===== config.mk =====
export PLATFORM = sky130hd
export DESIGN_NAME = sac_classifier
export DESIGN_NICKNAME = d
export VERILOG_FILES = /design/src/rtl/sac_pkg.sv /design/src/rtl/sac_ctrl.sv /design/src/rtl/sac_mac.sv /design/src/rtl/sac_act.sv /design/src/rtl/sac_classifier.sv
export SDC_FILE = /design/constraint.sdc
export NUM_CORES = 1
export LEC_CHECK = 0
export BUFFER_PORTS_ARGS = -buffer_cell sky130_fd_sc_hd__buf_2
export CELL_PAD_IN_SITES_DETAIL_PLACEMENT = 0
export CELL_PAD_IN_SITES_GLOBAL_PLACEMENT = 1
export CORE_AREA = 2 2 249 202
export CTS_CLUSTER_SIZE = 28
export DETAILED_ROUTE_END_ITERATION = 8
export DIE_AREA = 0 0 251 204
export GPL_TIMING_DRIVEN = 1
export HOLD_SLACK_MARGIN = 0.06
export PLACE_DENSITY = 0.88
export SYNTH_ARGS = -nofsm -noshare
export SYNTH_HDL_FRONTEND = slang
export SYNTH_SLANG_ARGS = --single-unit

===== constraint.sdc =====
create_clock -name clk -period 11 [get_ports clk]
set_clock_uncertainty 0.05 [all_clocks]
set_input_delay 2.2 -clock clk [delete_from_list [all_inputs] [get_ports clk]]
set_output_delay 2.2 -clock clk [all_outputs]
set_load 0.01 [all_outputs]

===== src/rtl/sac_pkg.sv =====
package sac_pkg;

    localparam int ACT_W    = 16;   // activation word, signed Q8.8
    localparam int ACC_W    = 24;   // accumulator width
    localparam int FRAC     = 8;    // fractional bits
    localparam int N_FEAT   = 2;    // network inputs
    localparam int N_LAYERS = 5;    // four hidden layers plus the output neuron
    localparam int MAX_N    = 12;   // widest layer
    localparam int SH_W     = 2;    // weight shift amount width
    localparam int IDX_W    = $clog2(MAX_N);
    localparam int LAY_W    = $clog2(N_LAYERS);

    typedef enum logic [1:0] {
        S_IDLE  = 2'd0,
        S_ACCUM = 2'd1,
        S_STORE = 2'd2
    } state_t;

    typedef struct packed {
        logic            neg;
        logic [SH_W-1:0] sh;
    } wcode_t;

    function automatic int layer_size(input int l);
        case (l)
            0:       return 8;
            1:       return 12;
            2:       return 6;
            3:       return 4;
            default: return 1;
        endcase
    endfunction

    function automatic int fan_in(input int l);
        return (l == 0) ? N_FEAT : layer_size(l - 1);
    endfunction

    function automatic int total_cycles();
        int t;
        t = 0;
        for (int l = 0; l < N_LAYERS; l++) begin
            t += layer_size(l) * (fan_in(l) + 1);
        end
        return t;
    endfunction

    localparam int LATENCY = total_cycles();

    // Power-of-two weight for input i of neuron j in layer l
    function automatic wcode_t weight_code(input int l, input int j, input int i);
        int h;
        wcode_t c;
        h     = 13 * l + 7 * j + 5 * i + 3;
        c.neg = ((h / 4) % 3) == 0;
        c.sh  = SH_W'(h % 4);
        return c;
    endfunction

    function automatic logic signed [ACT_W-1:0] bias_of(input int l, input int j);
        return ACT_W'((((3 * l + 5 * j) % 7) - 3) * 16);
    endfunction

endpackage


===== src/rtl/sac_ctrl.sv =====
module sac_ctrl
    import sac_pkg::*;
(
    input  logic             clk,
    input  logic             rst,
    input  logic             start_i,
    output logic [LAY_W-1:0] layer_o,
    output logic [IDX_W-1:0] neuron_o,
    output logic [IDX_W-1:0] idx_o,
    output logic             busy_o,
    output logic             accept_o,
    output logic             acc_en_o,
    output logic             first_o,
    output logic             store_o,
    output logic             final_o
);

    state_t           state_q, state_d;
    logic [LAY_W-1:0] layer_q, layer_d;
    logic [IDX_W-1:0] neuron_q, neuron_d;
    logic [IDX_W-1:0] idx_q, idx_d;
    logic             last_idx, last_neuron, last_layer;

    assign last_idx    = (int'(idx_q) == fan_in(int'(layer_q)) - 1);
    assign last_neuron = (int'(neuron_q) == layer_size(int'(layer_q)) - 1);
    assign last_layer  = (int'(layer_q) == N_LAYERS - 1);

    // State register
    always_ff @(posedge clk) begin
        if (rst) begin
            state_q  <= S_IDLE;
            layer_q  <= '0;
            neuron_q <= '0;
            idx_q    <= '0;
        end else begin
            state_q  <= state_d;
            layer_q  <= layer_d;
            neuron_q <= neuron_d;
            idx_q    <= idx_d;
        end
    end

    // Transitions
    always_comb begin
        state_d  = state_q;
        layer_d  = layer_q;
        neuron_d = neuron_q;
        idx_d    = idx_q;
        unique case (state_q)
            S_IDLE: begin
                if (start_i) begin
                    state_d  = S_ACCUM;
                    layer_d  = '0;
                    neuron_d = '0;
                    idx_d    = '0;
                end
            end
            S_ACCUM: begin
                if (last_idx) begin
                    state_d = S_STORE;
                end else begin
                    idx_d = idx_q + IDX_W'(1);
                end
            end
            S_STORE: begin
                idx_d   = '0;
                state_d = S_ACCUM;
                if (last_neuron) begin
                    neuron_d = '0;
                    if (last_layer) begin
                        state_d = S_IDLE;
                    end else begin
                        layer_d = layer_q + LAY_W'(1);
                    end
                end else begin
                    neuron_d = neuron_q + IDX_W'(1);
                end
            end
            default: state_d = S_IDLE;
        endcase
    end

    // Outputs
    always_comb begin
        layer_o  = layer_q;
        neuron_o = neuron_q;
        idx_o    = idx_q;
        busy_o   = (state_q != S_IDLE);
        accept_o = (state_q == S_IDLE) && start_i;
        acc_en_o = (state_q == S_ACCUM);
        first_o  = (idx_q == '0);
        store_o  = (state_q == S_STORE);
        final_o  = (state_q == S_STORE) && last_layer && last_neuron;
    end

    // an accepted request moves the controller to accumulation
    a_r2_start_accept: assert property (@(posedge clk) disable iff (rst)
        (state_q == S_IDLE && start_i) |=> (state_q == S_ACCUM));

    // a run in progress ends only after the output neuron
    a_r5_busy_holds: assert property (@(posedge clk) disable iff (rst)
        (state_q != S_IDLE && !final_o) |=> (state_q != S_IDLE));

endmodule


===== src/rtl/sac_mac.sv =====
module sac_mac
    import sac_pkg::*;
#(
    parameter int AW = ACT_W,
    parameter int CW = ACC_W
) (
    input  logic                 clk,
    input  logic                 en_i,
    input  logic                 first_i,
    input  logic signed [AW-1:0] op_i,
    input  wcode_t               code_i,
    input  logic signed [AW-1:0] bias_i,
    output logic signed [CW-1:0] acc_o
);

    localparam int EXT = CW - AW;

    logic signed [AW-1:0] shifted;
    logic signed [CW-1:0] term_ext, term, bias_ext, base;
    logic signed [CW-1:0] acc_q;

    always_comb begin
        shifted  = op_i >>> code_i.sh;
        term_ext = {{EXT{shifted[AW-1]}}, shifted};
        term     = code_i.neg ? -term_ext : term_ext;
        bias_ext = {{EXT{bias_i[AW-1]}}, bias_i};
        base     = first_i ? bias_ext : acc_q;
    end

    always_ff @(posedge clk) begin
        if (en_i) begin
            acc_q <= base + term;
        end
    end

    assign acc_o = acc_q;

endmodule


===== src/rtl/sac_act.sv =====
module sac_act
    import sac_pkg::*;
#(
    parameter int AW = ACT_W,
    parameter int CW = ACC_W,
    parameter int FB = FRAC
) (
    input  logic signed [CW-1:0] acc_i,
    output logic signed [AW-1:0] relu_o,
    output logic        [AW-1:0] sig_o
);

    localparam int ONE  = 1 << FB;
    localparam int HALF = ONE / 2;
    localparam int BRK2 = (19 * ONE) / 8;
    localparam int BRK3 = 5 * ONE;
    localparam int OFF2 = (5 * ONE) / 8;
    localparam int OFF3 = (27 * ONE) / 32;
    localparam logic signed [CW-1:0] SAT_HI = CW'((2 ** (AW - 1)) - 1);
    localparam logic signed [CW-1:0] SAT_LO = -SAT_HI - CW'(1);

    logic signed [AW-1:0] sat_v;
    logic signed [AW:0]   wide;
    logic        [AW:0]   mag, f, score;

    always_comb begin
        if (acc_i > SAT_HI) begin
            sat_v = SAT_HI[AW-1:0];
        end else if (acc_i < SAT_LO) begin
            sat_v = SAT_LO[AW-1:0];
        end else begin
            sat_v = acc_i[AW-1:0];
        end
        relu_o = sat_v[AW-1] ? '0 : sat_v;

        wide = {sat_v[AW-1], sat_v};
        mag  = $unsigned(wide[AW] ? -wide : wide);
        if (mag < (AW+1)'(ONE)) begin
            f = (AW+1)'(HALF) + (mag >> 2);
        end else if (mag < (AW+1)'(BRK2)) begin
            f = (AW+1)'(OFF2) + (mag >> 3);
        end else if (mag < (AW+1)'(BRK3)) begin
            f = (AW+1)'(OFF3) + (mag >> 5);
        end else begin
            f = (AW+1)'(ONE);
        end
        score = wide[AW] ? (AW+1)'(ONE) - f : f;
        sig_o = score[AW-1:0];
    end

endmodule


===== src/rtl/sac_classifier.sv =====
module sac_classifier
    import sac_pkg::*;
(
    input  logic        clk,
    input  logic        rst,
    input  logic        start_i,
    input  logic [15:0] rr_i,
    input  logic [15:0] spo2_i,
    output logic        busy_o,
    output logic        done_o,
    output logic        class_o,
    output logic [15:0] score_o
);

    localparam int BANKS = 2;
    localparam logic [ACT_W-1:0] DECIDE = ACT_W'(1 << (FRAC - 1));

    logic [LAY_W-1:0]         layer_w;
    logic [IDX_W-1:0]         neuron_w, idx_w;
    logic                     accept, acc_en, first, store, fin;
    logic signed [ACT_W-1:0]  operand, bias, relu;
    logic        [ACT_W-1:0]  sig;
    logic signed [ACC_W-1:0]  acc;
    wcode_t                   code;
    logic signed [ACT_W-1:0]  bank_q [BANKS][MAX_N];

    sac_ctrl u_ctrl (
        .clk      (clk),
        .rst      (rst),
        .start_i  (start_i),
        .layer_o  (layer_w),
        .neuron_o (neuron_w),
        .idx_o    (idx_w),
        .busy_o   (busy_o),
        .accept_o (accept),
        .acc_en_o (acc_en),
        .first_o  (first),
        .store_o  (store),
        .final_o  (fin)
    );

    // Layer l reads bank l mod 2 and writes the other one
    always_comb begin
        operand = bank_q[layer_w[0]][idx_w];
        code    = weight_code(int'(layer_w), int'(neuron_w), int'(idx_w));
        bias    = bias_of(int'(layer_w), int'(neuron_w));
    end

    sac_mac #(.AW(ACT_W), .CW(ACC_W)) u_mac (
        .clk     (clk),
        .en_i    (acc_en),
        .first_i (first),
        .op_i    (operand),
        .code_i  (code),
        .bias_i  (bias),
        .acc_o   (acc)
    );

    sac_act #(.AW(ACT_W), .CW(ACC_W), .FB(FRAC)) u_act (
        .acc_i  (acc),
        .relu_o (relu),
        .sig_o  (sig)
    );

    always_ff @(posedge clk) begin
        if (accept) begin
            bank_q[0][0] <= rr_i;
            bank_q[0][1] <= spo2_i;
        end else if (store && !fin) begin
            bank_q[~layer_w[0]][neuron_w] <= relu;
        end
    end

    always_ff @(posedge clk) begin
        if (rst) begin
            done_o  <= 1'b0;
            class_o <= 1'b0;
            score_o <= '0;
        end else begin
            done_o <= fin;
            if (fin) begin
                score_o <= sig;
                class_o <= (sig >= DECIDE);
            end
        end
    end

    // Cycle counter used only by the latency assertion
    int lat_q;
    always_ff @(posedge clk) begin
        if (rst || accept) begin
            lat_q <= 0;
        end else if (busy_o) begin
            lat_q <= lat_q + 1;
        end
    end

    a_r3_latency: assert property (@(posedge clk) disable iff (rst)
        done_o |-> (lat_q == LATENCY));

    a_r4_done_pulse: assert property (@(posedge clk) disable iff (rst)
        done_o |=> !done_o);

    a_r8_relu_nonneg: assert property (@(posedge clk) disable iff (rst)
        (store && !fin) |-> !relu[ACT_W-1]);

    a_r9_score_range: assert property (@(posedge clk) disable iff (rst)
        done_o |-> (score_o <= 16'h0100));

endmodule


## After elaboration in Yosys (flattened, before gate mapping)

Memories as Yosys holds them, arrays and structs flattened. A register that Yosys moved wholly into a read port is not among the register bits.
Cells that the tools add are included.
Widths: inputs -> output; s select.

| cells by class | value |
|---|---|
| $add $sub $neg | 19 |
| multiply operators | 5 |
| div/mod/pow operators | 2 |
| magnitude comparators | 9 |
| equal/unequal tests | 16 |
| shift-type cells | 1 |
| mux-type cells | 42 |
| bitwise gates (word level) | 4 |
| reductions and logical operators | 21 |

Operators by type and width:

| operator | count |
|---|---|
| $mux 182 | 2 |
| $mux 192 | 1 |
| $reduce_or 182->1 | 1 |
| $mux 16 | 8 |
| $bmux 16 s4 | 1 |
| $demux 16 s4 | 1 |
| $eq 32x2->1 const B | 2 |
| $eq 5x32->1 | 2 |
| $logic_not 32->1 | 2 |
| $mux 24 | 2 |
| $add 32x1->32 | 1 |
| $eq 32x1->1 const B | 1 |
| $mod 32x3->32 const B | 1 |
| $mod 32x4->32 const B | 1 |
| $pmux 4 s4 | 2 |
| $sub 32x2->32 const B | 1 |
| $add 24x24->24 | 1 |
| $gt 24x16->1 const B | 1 |
| $lt 24x16->1 const B | 1 |
| $neg 16->24 | 1 |
| $mul 3x4->7 const A | 3 |
| $lt 17x10->1 const B | 1 |
| $lt 17x11->1 const B | 1 |
| $lt 17x9->1 const B | 1 |
| other kinds (52) | 80 |

| storage, ports and cells | value |
|---|---|
| register bits | 55 |
| bits in writable memories | 364 |
| input bits | 35 |
| word-level logic and storage cells | 128 |
| memories | 1 |

Memory list:

| name | depth | width | rd ports | clocked after Yosys merged registers in | wr ports | line | text |
|---|---|---|---|---|---|---|---|
| bank_q | 2 | 182 | 1 | 1 | 1 | sac_classifier.sv:25 | `logic signed [ACT_W-1:0] bank_q [BANKS][MAX_N];` |

## Depth between registers and ports, before layout

| depth | value |
|---|---|
| depth in word-level cells | 12 |
| gate-level depth with buffers | 52 |
| gate-level depth less buffers | 50 |

## Modules after synthesis

A second synthesis with hierarchy kept.

| unflattened totals | value |
|---|---|
| cells, all modules | 1950 |
| area, all modules | 24787.5 µm² |

By module, submodules not included:

| module | times used | cells an instance | area an instance (µm²) | sequential area each (µm²) |
|---|---|---|---|---|
| sac_classifier | 1 | 1233 | 19139.6 | 11891.4 |
| sac_mac | 1 | 362 | 3113.0 | 720.7 |
| sac_act | 1 | 229 | 1480.2 | 0.0 |
| sac_ctrl | 1 | 126 | 1054.8 | 260.2 |

## Worst setup path after synthesis

Ideal clock, no wire load.

| timing | value |
|---|---|
| path kind | register to register |
| start | reg u_ctrl.neuron_q[1] (netlist: u_ctrl.neuron_o[1]) |
| end | reg u_mac.acc_q[23] (netlist: u_mac.acc_o[23]), data pin |
| library setup time | 0.261 ns |
| arrival | 10.709 ns |
| data required time | 10.689 ns |
| setup slack | -0.021 ns |
| stages on the path, launching flop included | 49 |
| buffers on the path | 1 |
| period minus slack after synthesis | 11.021 ns |
| cell sequence | dfxtp_1 > inv_1 > fa_1 > inv_1 > fa_1 > fa_1 > inv_1 > fa_1 > inv_1 > ha_1 > a21o_1 > a311o_1 > a21oi_2 > xnor2_1 > ha_1 > inv_1 > o211ai_1 > and2_1 > (+13 left out) > a21oi_1 > ha_1 > a21o_1 > a21oi_1 > nor2b_1 > o21a_1 > o311a_1 > nor2_1 > a2111oi_0 > o21a_1 > o21ai_0 > a211oi_1 > a21oi_1 > nor2b_1 > o21a_1 > o41ai_1 > o21ai_0 > xnor2_1 |

| on the way | value |
|---|---|
| word-level cells in the longest chain between the ends | 11 |
| elaborated cells between the ends (all ways) | 18 |

RTL lines:

| item | line | text |
|---|---|---|
| start: declaration | sac_ctrl.sv:20 | `logic [IDX_W-1:0] neuron_q, neuron_d;` |
| start signal: assignment | sac_ctrl.sv:38 | `neuron_q <= neuron_d;` |
| $mul 3x4->7 | sac_pkg.sv:53 | `h = 13 * l + 7 * j + 5 * i + 3;` |
| $add 7x7->8 | sac_pkg.sv:53 |  |
| $add 8x7->9 | sac_pkg.sv:53 |  |
| $add 9x2->10 | sac_pkg.sv:53 |  |
| $reduce_or 2->1 (no line) | n/a |  |
| $and 1x1->1 (no line) | n/a |  |
| $add 32x1->32 (no line) | n/a |  |
| $mod 32x3->32 | sac_pkg.sv:54 | `c.neg = ((h / 4) % 3) == 0;` |
| $logic_not 32->1 | sac_pkg.sv:54 |  |
| $mux 24 | sac_mac.sv:25 | `term = code_i.neg ? -term_ext : term_ext;` |
| $add 24x24->24 (*) | sac_mac.sv:32 | `acc_q <= base + term;` |
| end signal: assignment | sac_mac.sv:32 |  |
| end: declaration | sac_mac.sv:20 | `logic signed [CW-1:0] acc_q;` |

Every way passes the cells marked *; elsewhere a longest branch is shown, timed or not.
A chain may end at the register's enable or synchronous reset.

## Final worst setup path

Same ends and word-level chain as after synthesis.

==> summary.txt <==
status = finished, final reports clean
critical path capture point type = register
share of cells above drive strength 1 = 20.1%
final setup TNS = 0 ns
worst vdd ir = 0.157 mV
crit path DAT = 10.78 ns
Pint = 3350 uW
largest area contributor in the netlist = edfxtp_1
largest net degree at the start of global routing = 55
chip height = 204 um
port buffer count = 53
clock share of power = 27.9%
Top Ports = 54
final hold slack = 0.410 ns
Tightest Pin Transition = 1.33 ns
post-layout util = 53.3%
Lkg Pwr = 0.00944 uW
TritonRoute pass-1 iters = 6
Pwr Density = 191 nW/um2
sequential power share = 39.1%
Top delay family on crit path = compound AO/OA/AOI/OAI gates
Unique masters post-synth = 106
Clk Tree Root Cell = clkbuf_16
CTS sink count = 420
row count = 73
first-pass GRT wire length = 87.5 mm
Initial Util = 47.4%
Mapped Area = 23200 um2
critical path buffer and inverter count = 7
hold path depth = 1
clock slew at reported path FFs = 0.06 ns
CP max stage delay = 0.55 ns
Sw Ratio = 32.6%
Antenna diodes = 0
RSZ-0062 raised after global routing = true
synth cell count leaders = edfxtp_1 (388), nor2_1 (142), nand2_1 (132)
EDFF count, synth = 388
Num CTS Buffers = 41
Fmax = 95.0 MHz
R2R Path End = u_mac.acc_o[23]$_DFFE_PP_
final hold viol count = 0
Worst setup SP type = register
relative slew slack = 10.7%
WP data required = 11.25 ns
Post-DRT Antenna Nets = 0
async set or reset register ratio after synthesis = 0%
Seq/Total Area, Yosys = 53.0%
Die X = 251 um
DRC = 0
CP most frequent cell = inv_1
core box area = 49000 um2
Gate Count Post-Synth = 1797
via count = 15400
number of global-route vias before repair = 15400
Post-CTS Hold Buffers = 0
Mapped Nets = 1951
Net Sw Power = 1620 uW
CP max FO = 20
RR Startpoint = u_ctrl.neuron_o[1]$_SDFFE_PP0P_
Detailed Route WL = 57.1 mm
#FFs+latches synth = 420
detailed placement HPWL = 38.3 mm
part of the power in combinational logic = 33.0%
crit share post-route = 95.7%
setup slack, reg-to-reg = 0.47 ns
Nets = 2056
Hold EP = score_o[10]$_SDFFE_PP0P_
Synth top area share = 50.2%
Slew Limit Fails = 0
yosys warns = 0
Slowest-stage cell, CP = fa_1
predominant post-synthesis flop cell = edfxtp_1
area grow syn2layout = 12.4%
final setup violation count = 0
count leader, synth = edfxtp_1
Final Critical Period = 10.53 ns
Area contributors post-synth = edfxtp_1 (50%), mux4_2 (9.8%), ha_1 (5.2%)
H-tree depth = 2
# Max-Cap Violations = 0
fillers = 3969
Hold Crit Start = score_o[10]$_SDFFE_PP0P_
non-filler cells, final = 2567
worst-skew pair later-pin latency = 0.57 ns
total gr overflow = 0
initial antenna violation count = 1
total track usage = 22.2%
routed len/inst = 22.2 um
Mean Syn Cell Area = 12.9 um2
1st-iter DRT viols = 1560
R2R depth = 48
GPL Wtd Cong = 0.874
CTS Buffer Depth = 3
worst min-delay path class = reg2reg
CTS tree = yes
die area = 51200 um2
Worst Setup Path Type = reg2reg
Inst Count DP = 2476
routed vias/inst = 6.00
## worst max-delay path by stage
stage	startpoint	endpoint	slack (ns)	cells past startpoint
final	u_ctrl.neuron_o[1]$_SDFFE_PP0P_	u_mac.acc_o[23]$_DFFE_PP_	0.47	48
after detailed placement	u_ctrl.neuron_o[2]$_SDFFE_PP0P_	u_mac.acc_o[23]$_DFFE_PP_	-0.30	47
after global routing	u_ctrl.neuron_o[2]$_SDFFE_PP0P_	u_mac.acc_o[21]$_DFFE_PP_	-0.12	48
after CTS	u_ctrl.neuron_o[2]$_SDFFE_PP0P_	u_mac.acc_o[20]$_DFFE_PP_	0.02	48
after floorplan	u_ctrl.neuron_o[1]$_SDFFE_PP0P_	u_mac.acc_o[23]$_DFFE_PP_	0.04	48
after global placement	u_ctrl.neuron_o[1]$_SDFFE_PP0P_	u_mac.acc_o[23]$_DFFE_PP_	0.06	47
## metrics by stage
step                      setup WS, ns  cell area [um2]  total power, uW
after CTS                       0.0196            25800             4850
after global routing            -0.120            26100             5230
after floorplan                 0.0386            23200             3120
final                            0.468            26100             4970
after detailed placement        -0.298            24500             3450
after global placement          0.0582            24500             3410
## final cells by class
| cell class | instances | area, um2 | area share, % |
|---|---|---|---|
| repair buffers | 134 | 890 | 3.41 |
| multi-input cells | 1203 | 10400 | 39.9 |
| clock buffers | 49 | 1060 | 4.05 |
| inverters | 102 | 385 | 1.48 |
| well taps | 637 | 797 | 3.06 |
| clock inverters | 22 | 245 | 0.940 |
| flip-flops and latches | 420 | 12300 | 47.2 |
## routing by layer
layer	vias to the layer above	track usage (%)	part of all wire (%)
met4	0	5.72	2.4
met1	7607	29.2	41
met2	666	37.2	47
li1	7042	-	-
met5	-	0	0
met3	99	5.23	9.3
## power by group through the flow
stage / clock network [uW] / logic (uW) / registers, uW
after CTS: 1400 / 1510 / 1940
after global placement: 0 / 1440 / 1970
after global routing: 1460 / 1820 / 1950
after detailed placement: 0 / 1470 / 1980
final: 1390 / 1640 / 1940
after floorplan: 0 / 1180 / 1930
## sequential cells by signal (all words and copies together), names as in the netlist, named ones only
signal,count
bank_q,364
u_mac.acc_o,24
score_o,16
u_ctrl.idx_o,4
u_ctrl.neuron_o,4
u_ctrl.layer_o,3
u_ctrl.state_q,2
class_o,1
done_o,1
## what timing repair did
action                                  4_1_cts  5_1_grt
pin swaps                                     6       26
gates resized for setup                       8       36
buffers inserted                              4       16
endpoints found under the setup margin        4        8
## worst register-to-register path, delay by kind of cell (launching register included)
| kind | cells | cell delay (ns) |
|---|---|---|
| adder cells (fa/ha/maj) | 9 | 3.44 |
| flip-flops | 1 | 0.33 |
| buffers and inverters | 7 | 0.65 |
| AND/OR/NAND/NOR | 9 | 1.48 |
| multiplexers | 1 | 0.30 |
| XOR/XNOR | 3 | 0.34 |
| AO/OA/AOI/OAI | 19 | 3.67 |
## cells by family after synthesis
kind of cell	Yosys count	synth area share (%)
mux	164	12.7
simple gates	481	10.1
buf+inv	174	3.00
flops	420	53.0
xor+xnor	84	3.38
fa+ha+maj	119	7.13
compound gates	355	10.8
## cells in the final DEF (no fill, tap or decap), types with 41 or more instances in the layout
master	count
buf_2	53
nand2_1	130
a21o_1	45
clkbuf_16	41
buf_4	79
inv_1	98
xnor2_1	61
a21oi_1	72
o21ai_0	45
mux2i_1	47
ha_1	93
nor2_1	138
edfxtp_1	388
mux4_2	101
Note: power is estimated with default switching activity, not from simulation.
